$ cat src/rtl/burst_cfg_pkg.sv
package burst_cfg_pkg;

  localparam int LAT_W = 3;

  typedef enum logic [1:0] {
    MODE_ASYNC     = 2'd0,
    MODE_SYNC_RD   = 2'd1,
    MODE_FULL_SYNC = 2'd2
  } op_mode_e;

  // A latency code is usable only for the two defined burst latencies.
  function automatic logic lat_code_ok(input logic [LAT_W-1:0] code);
    return (code == LAT_W'(2)) || (code == LAT_W'(3));
  endfunction

  // Mode from the asynchronous select bit and the last write classification.
  function automatic op_mode_e decode_mode(input logic async_bit, input logic wsync);
    if (async_bit) return MODE_ASYNC;
    return wsync ? MODE_FULL_SYNC : MODE_SYNC_RD;
  endfunction

endpackage

$ cat src/rtl/burst_cfg_reg.sv
module burst_cfg_reg
  import burst_cfg_pkg::*;
#(
  parameter int ADDR_W   = 21,
  parameter int SEL_BIT  = 19,
  parameter int OPM_BIT  = 15,
  parameter int LAT_LSB  = 11,
  parameter int ZERO_BIT = 9,
  parameter int ONE_BIT  = 6,
  parameter int RST_LAT  = 3
) (
  input  logic              clk,
  input  logic              rst_n,
  input  logic              wr_en,
  input  logic [ADDR_W-1:0] wr_data,
  output logic [ADDR_W-1:0] word,
  output logic              err
);

  // Forces the bits that have a fixed read value.
  function automatic logic [ADDR_W-1:0] pin_fixed(input logic [ADDR_W-1:0] w);
    logic [ADDR_W-1:0] r;
    r = w;
    r[SEL_BIT]  = 1'b1;
    r[ZERO_BIT] = 1'b0;
    r[ONE_BIT]  = 1'b1;
    return r;
  endfunction

  localparam logic [ADDR_W-1:0] RST_WORD =
    pin_fixed((ADDR_W'(1) << OPM_BIT) | (ADDR_W'(RST_LAT) << LAT_LSB));

  logic [ADDR_W-1:0] word_q;
  logic [ADDR_W-1:0] word_nxt;
  logic              err_q;
  logic              code_ok;

  always_comb begin
    code_ok  = lat_code_ok(wr_data[LAT_LSB +: LAT_W]);
    word_nxt = pin_fixed(wr_data);
    if (!code_ok) word_nxt[LAT_LSB +: LAT_W] = word_q[LAT_LSB +: LAT_W];
  end

  always_ff @(posedge clk) begin
    if (!rst_n) begin
      word_q <= RST_WORD;
      err_q  <= 1'b0;
    end else if (wr_en) begin
      word_q <= word_nxt;
      if (!code_ok) err_q <= 1'b1;
    end
  end

  assign word = word_q;
  assign err  = err_q;

  // without an accepted command the word keeps its value
  a_r2_hold_without_write: assert property (@(posedge clk) disable iff (!rst_n)
    !wr_en |=> $stable(word_q));

  // the stored latency code is always one of the legal codes
  a_r5_lat_legal: assert property (@(posedge clk) disable iff (!rst_n)
    lat_code_ok(word_q[LAT_LSB +: LAT_W]));

  // a reserved code keeps the old latency and raises the flag
  a_r6_reserved_keeps: assert property (@(posedge clk) disable iff (!rst_n)
    (wr_en && !lat_code_ok(wr_data[LAT_LSB +: LAT_W]))
      |=> ($stable(word_q[LAT_LSB +: LAT_W]) && err_q));

  // the error flag is sticky
  a_r6_err_sticky: assert property (@(posedge clk) disable iff (!rst_n)
    err_q |=> err_q);

endmodule

$ cat src/rtl/burst_lat_timer.sv
module burst_lat_timer
  import burst_cfg_pkg::*;
(
  input  logic             clk,
  input  logic             rst_n,
  input  logic             start,
  input  logic             abort,
  input  logic [LAT_W-1:0] lat,
  output logic             pulse
);

  logic [LAT_W-1:0] cnt_q;
  logic             pulse_q;
  logic             last_tick;

  assign last_tick = (cnt_q == LAT_W'(1));

  always_ff @(posedge clk) begin
    if (!rst_n) begin
      cnt_q   <= '0;
      pulse_q <= 1'b0;
    end else if (abort) begin
      cnt_q   <= '0;
      pulse_q <= 1'b0;
    end else if (start) begin
      cnt_q   <= lat;
      pulse_q <= 1'b0;
    end else if (cnt_q != '0) begin
      cnt_q   <= cnt_q - LAT_W'(1);
      pulse_q <= last_tick;
    end else begin
      pulse_q <= 1'b0;
    end
  end

  assign pulse = pulse_q;

  // the first-beat pulse lasts a single cycle
  a_r7_single_cycle: assert property (@(posedge clk) disable iff (!rst_n)
    pulse_q |=> !pulse_q);

  // ending the access clears any pending beat
  a_r8_abort_clears: assert property (@(posedge clk) disable iff (!rst_n)
    abort |=> (!pulse_q && cnt_q == '0));

endmodule

$ cat src/rtl/burst_wr_detect.sv
module burst_wr_detect (
  input  logic clk,
  input  logic rst_n,
  input  logic chip_sel,
  input  logic wr_sel,
  input  logic cfg_sel,
  input  logic addr_vld,
  input  logic async_mode,
  output logic wsync
);

  logic seen_q;
  logic ws_q;
  logic wr_cyc;

  assign wr_cyc = chip_sel && wr_sel && !cfg_sel;

  always_ff @(posedge clk) begin
    if (!rst_n) begin
      seen_q <= 1'b0;
      ws_q   <= 1'b0;
    end else begin
      if (!chip_sel) seen_q <= 1'b0;
      else if (wr_cyc && addr_vld && !async_mode) seen_q <= 1'b1;

      if (async_mode) ws_q <= 1'b0;
      else if (wr_cyc) begin
        if (addr_vld) ws_q <= 1'b1;
        else if (!seen_q) ws_q <= 1'b0;
      end
    end
  end

  assign wsync = ws_q;

  // a clock edge inside the strobe window marks the write synchronous
  a_r10_edge_marks_sync: assert property (@(posedge clk) disable iff (!rst_n)
    (wr_cyc && addr_vld && !async_mode) |=> ws_q);

  // asynchronous mode holds the write flag low
  a_r11_async_no_sync: assert property (@(posedge clk) disable iff (!rst_n)
    $past(async_mode) |-> !ws_q);

endmodule

$ cat src/rtl/burst_cfg_ctrl.sv
module burst_cfg_ctrl
  import burst_cfg_pkg::*;
#(
  parameter int ADDR_W  = 21,
  parameter int SEL_BIT = 19,
  parameter int OPM_BIT = 15,
  parameter int LAT_LSB = 11
) (
  input  logic              clk,
  input  logic              rst_n,
  input  logic              chip_sel,
  input  logic              addr_vld,
  input  logic              wr_sel,
  input  logic              out_en,
  input  logic              cfg_sel,
  input  logic [ADDR_W-1:0] addr_in,
  output logic [1:0]        op_mode,
  output logic [LAT_W-1:0]  rd_latency,
  output logic              first_beat,
  output logic              wr_is_sync,
  output logic [ADDR_W-1:0] cfg_word,
  output logic              cfg_err
);

  logic [ADDR_W-1:0] word_w;
  logic              err_w;
  logic              busy_q;
  logic              cfg_cmd;
  logic              cfg_accept;
  logic              async_mode;
  logic              rd_start;
  logic              acc_end;
  logic              beat_q;
  logic              ws_w;

  // Access tracking: busy from a strobed access until the chip is deselected.
  always_ff @(posedge clk) begin
    if (!rst_n) busy_q <= 1'b0;
    else if (!chip_sel) busy_q <= 1'b0;
    else if (addr_vld && !cfg_sel) busy_q <= 1'b1;
  end

  assign cfg_cmd    = chip_sel && cfg_sel && wr_sel && addr_vld && addr_in[SEL_BIT];
  assign cfg_accept = cfg_cmd && !busy_q;
  assign async_mode = word_w[OPM_BIT];
  assign rd_start   = chip_sel && addr_vld && !wr_sel && !cfg_sel && !async_mode;
  assign acc_end    = !chip_sel;

  burst_cfg_reg #(
    .ADDR_W (ADDR_W),
    .SEL_BIT(SEL_BIT),
    .OPM_BIT(OPM_BIT),
    .LAT_LSB(LAT_LSB)
  ) u_reg (
    .clk    (clk),
    .rst_n  (rst_n),
    .wr_en  (cfg_accept),
    .wr_data(addr_in),
    .word   (word_w),
    .err    (err_w)
  );

  burst_lat_timer u_timer (
    .clk  (clk),
    .rst_n(rst_n),
    .start(rd_start),
    .abort(acc_end),
    .lat  (word_w[LAT_LSB +: LAT_W]),
    .pulse(beat_q)
  );

  burst_wr_detect u_wdet (
    .clk       (clk),
    .rst_n     (rst_n),
    .chip_sel  (chip_sel),
    .wr_sel    (wr_sel),
    .cfg_sel   (cfg_sel),
    .addr_vld  (addr_vld),
    .async_mode(async_mode),
    .wsync     (ws_w)
  );

  assign op_mode    = 2'(decode_mode(async_mode, ws_w));
  assign rd_latency = word_w[LAT_LSB +: LAT_W];
  assign first_beat = beat_q && out_en;
  assign wr_is_sync = ws_w;
  assign cfg_word   = word_w;
  assign cfg_err    = err_w;

  // the word cannot change while an access is in progress
  a_r9_locked_when_busy: assert property (@(posedge clk) disable iff (!rst_n)
    busy_q |=> $stable(word_w));

  // no first-beat pulse in asynchronous mode
  a_r11_no_beat_async: assert property (@(posedge clk) disable iff (!rst_n)
    async_mode |-> !beat_q);

  // the mode output never takes the unused encoding
  a_r4_mode_encoding: assert property (@(posedge clk) disable iff (!rst_n)
    op_mode != 2'd3);

endmodule

$ cat config.mk
export PLATFORM = sky130hd
export DESIGN_NAME = burst_cfg_ctrl
export DESIGN_NICKNAME = d
export VERILOG_FILES = /design/src/rtl/burst_cfg_pkg.sv /design/src/rtl/burst_cfg_reg.sv /design/src/rtl/burst_lat_timer.sv /design/src/rtl/burst_wr_detect.sv /design/src/rtl/burst_cfg_ctrl.sv
export SDC_FILE = /design/constraint.sdc
export NUM_CORES = 1
export LEC_CHECK = 0
export ABC_CLOCK_PERIOD_IN_PS = 1500
export BUFFER_PORTS_ARGS = -buffer_cell sky130_fd_sc_hd__buf_2
export CAP_MARGIN = 40
export CORE_MARGIN = 5
export CORE_UTILIZATION = 40
export DETAILED_ROUTE_END_ITERATION = 8
export GPL_TIMING_DRIVEN = 0
export HOLD_SLACK_MARGIN = 0.06
export PLACE_DENSITY = 0.74
export SYNTH_ARGS = -nofsm -noshare
export SYNTH_HDL_FRONTEND = slang
export SYNTH_HIERARCHICAL = 1
export SYNTH_SLANG_ARGS = --single-unit
$ cat constraint.sdc
create_clock -name clk -period 1.5 [get_ports clk]
set_clock_uncertainty 0.15 [all_clocks]
set_input_delay 0.075 -clock clk [delete_from_list [all_inputs] [get_ports clk]]
set_output_delay 0.075 -clock clk [all_outputs]
set_load 0.005 [all_outputs]
==> flow_summary.toml <==
[status]
status = "completed"

[routing]
via_count = 1082
firstDrtPassIters = 4
wl_met3_um = 126
vias_per_cell = 4.70
drc = 0
ant_nets = 0
top_layer = "met4"
drt_iter0_drc = 6
m1WireLength_mm = 1.14
routed_wl_mm = 3.06
wire_per_inst_um = 13.3
wl_met2_mm = 1.73

[synthesis]
synth-adder-area-share_pct = 3.06
synth_top_family_by_area = "simple AND/OR/NAND/NOR gates"
synth_xor_area_share_pct = 0
yosysSeqAreaShare_pct = 42.4
synthCells = 114
yosysWarnings = 6
syn_area_um2 = 1230
ys_ff_latch = 26
synth-simple-area-share_pct = 27.1
synth.area.mux_share_pct = 13.1
synth_area_per_cell_um2 = 10.8
synth_edf_count = 0
async_flop_share_pct = 0
synth_cell_types = 31
synthFlopType = "dfxtp_1"
synth-compound-area-share_pct = 5.20

[worst_setup_path]
worst_path_most_repeated_cell = "dlygate4sd3_1"
cp_data_arrival_time_ps = 1540
critPathLaunchType = "input port"
crit_slowest_cell = "dlygate4sd3_1"
path_class = "in2reg"
cp-end-kind = "flop"
required_ps = 1570
crit_chain = "dlygate4sd3_1 -> clkbuf_4 -> o211a_1 -> dlygate4sd3_1"
path_max_fanout = 15
slowest_delay_ps = 550

[timing]
period_needed_ps = 1460
finalWorstSetupSlack_ps = 37.2
grt_setup_unrepaired = "true"
final_hold_viol_count = 0
max_freq_mhz = 684
finalCritPeriodShare_pct = 97.5
slew_viol_final = 0
finalSetupViolations = 0

[power_and_ir_drop]
ir_worst_vdd_mv = 0.471
powerDensity_nw_per_um2 = 660
p_leak_nw = 0.824

[layout]
final_util_pct = 61.3
drive_gt1_share_pct = 40.6
n_antenna_cell = 0
nets = 229
final_cell_mix = "buf_2 (49), dfxtp_1 (25), dlygate4sd3_1 (23)"
final_common_cell = "buf_2"
area_growth_pct = 50.0

[global_route]
grt_usage_pct = 15.2
grt_max_degree = 16
grt_overflow = 0
grt_pass1_vias = 1157
grt_pass1_wl_mm = 5.02
antenna_found_initial = 0

[run]
drv_cap = 0

[floorplan]
coreArea_um2 = 3000
dieArea_um2 = 4270
initial_core_util_pct = 40.8
die_h_um = 65.4
rows = 20
fp.dieW_um = 65.4
pin_count = 57

[placed_design]
portBuffers = 51
gp_congestion = 0.793
dp_slack_ps = 35.2
hpwl_mm = 1.99

[clock_network]
numCtsBuffers = 3
clkLatencyLatePin_ps = 320
clock_path_buffers = 2
clkSinkCount = 26
h-tree-depth = 1
clkTransAtPathRegs_ps = 140
cts_tree = "done"
clockRootBuffer = "clkbuf_4"

[hold_path]
hold_class = "in2reg"
## registers in the layout (all words and copies together), names as in the netlist
name and cells:
u_wdet/wsync 1, u_wdet/seen_q 1, u_timer/cnt_q 3, u_timer/pulse 1
busy_q 1, u_reg/word 18, u_reg/err 1
## timing repair
item,in CTS,in global routing
endpoints found under the setup margin,0,13
setup buffers,0,4
gates resized for setup,0,6
hold buffers,24,0
endpoints found under the hold margin,23,0
## where the power goes
group          switching [mW]  total [mW]  leakage (nW)  internal [mW]
registers             0.00404       0.702         0.209          0.698
logic                  0.0562       0.156         0.593          0.100
clock network           0.207       0.355        0.0210          0.149
## kinds of logic (layout without fill, tap and decap cells)
logic type | Yosys count | after routing
compound gates | 7 | 7
simple gates | 47 | 47
mux | 16 | 16
other cells | 2 | 3
buf+inv | 13 | 95
flops | 26 | 26
fa+ha+maj | 3 | 3
## through the flow
stage | hold slack, ps | area, um^2 | setup TNS, ps | cells | power [mW]
after global routing | 106 | 1840 | -208 | 230 | 1.26
after global placement | 137 | 1530 | 0 | 199 | 0.816
after floorplan | 50.0 | 1230 | 0 | 115 | 0.765
final | 92.5 | 1840 | 0 | 230 | 1.21
after detailed placement | 145 | 1530 | 0 | 199 | 0.819
after CTS | 79.2 | 1800 | 0 | 227 | 1.23
## Yosys cell counts (2+ instances only)
library cell   n  area, um^2
ha_1           3        37.5
nand2b_1       3        18.8
nand4b_1       2        17.5
buf_6          2        22.5
nor2_1         5        18.8
nor2b_1       19         119
nor3_1         2        10.0
nor2b_4        3        41.3
mux2i_1       16         160
conb_1         2        7.51
nand3b_1       2        15.0
a2111oi_2      2        30.0
nand2_1        3        11.3
dfxtp_1       26         521
inv_1          3        11.3
buf_4          6        45.0
## layer usage
metal | vias to the layer above | global-route usage (%)
li1 | 543 | -
met1 | 509 | 15.7
met2 | 24 | 29.7
met3 | 6 | 1.88
met4 | 0 | 6.99
met5 | - | 0
## final timing paths
kind | endpoint | depth (start not counted) | from | slack (ps)
hold / removal | u_wdet/seen_q | 3 | addr_vld | 90
hold reg to reg | u_wdet/seen_q | 2 | u_wdet/seen_q | 330
setup / recovery | busy_q | 4 | rst_n | 40
setup reg to reg | u_reg/word[11] | 7 | busy_q | 50
## layout make-up
| class | instances | area (um^2) |
|---|---|---|
| timing repair buffer | 78 | 526 |
| buffer | 10 | 92.6 |
| inverter | 3 | 11.3 |
| tap | 33 | 41.3 |
| sequential | 26 | 522 |
| multi-input combinational | 76 | 611 |
| clock buffer | 4 | 36.3 |
| fill | 269 | 1160 |
## critical path, delay by kind of cell
| kind | cells | cell delay, ps |
|---|---|---|
| AOI/OAI and AO/OA | 1 | 150 |
| buffers and inverters | 3 | 1320 |
No activity file was read; power rests on OpenSTA's default activity.
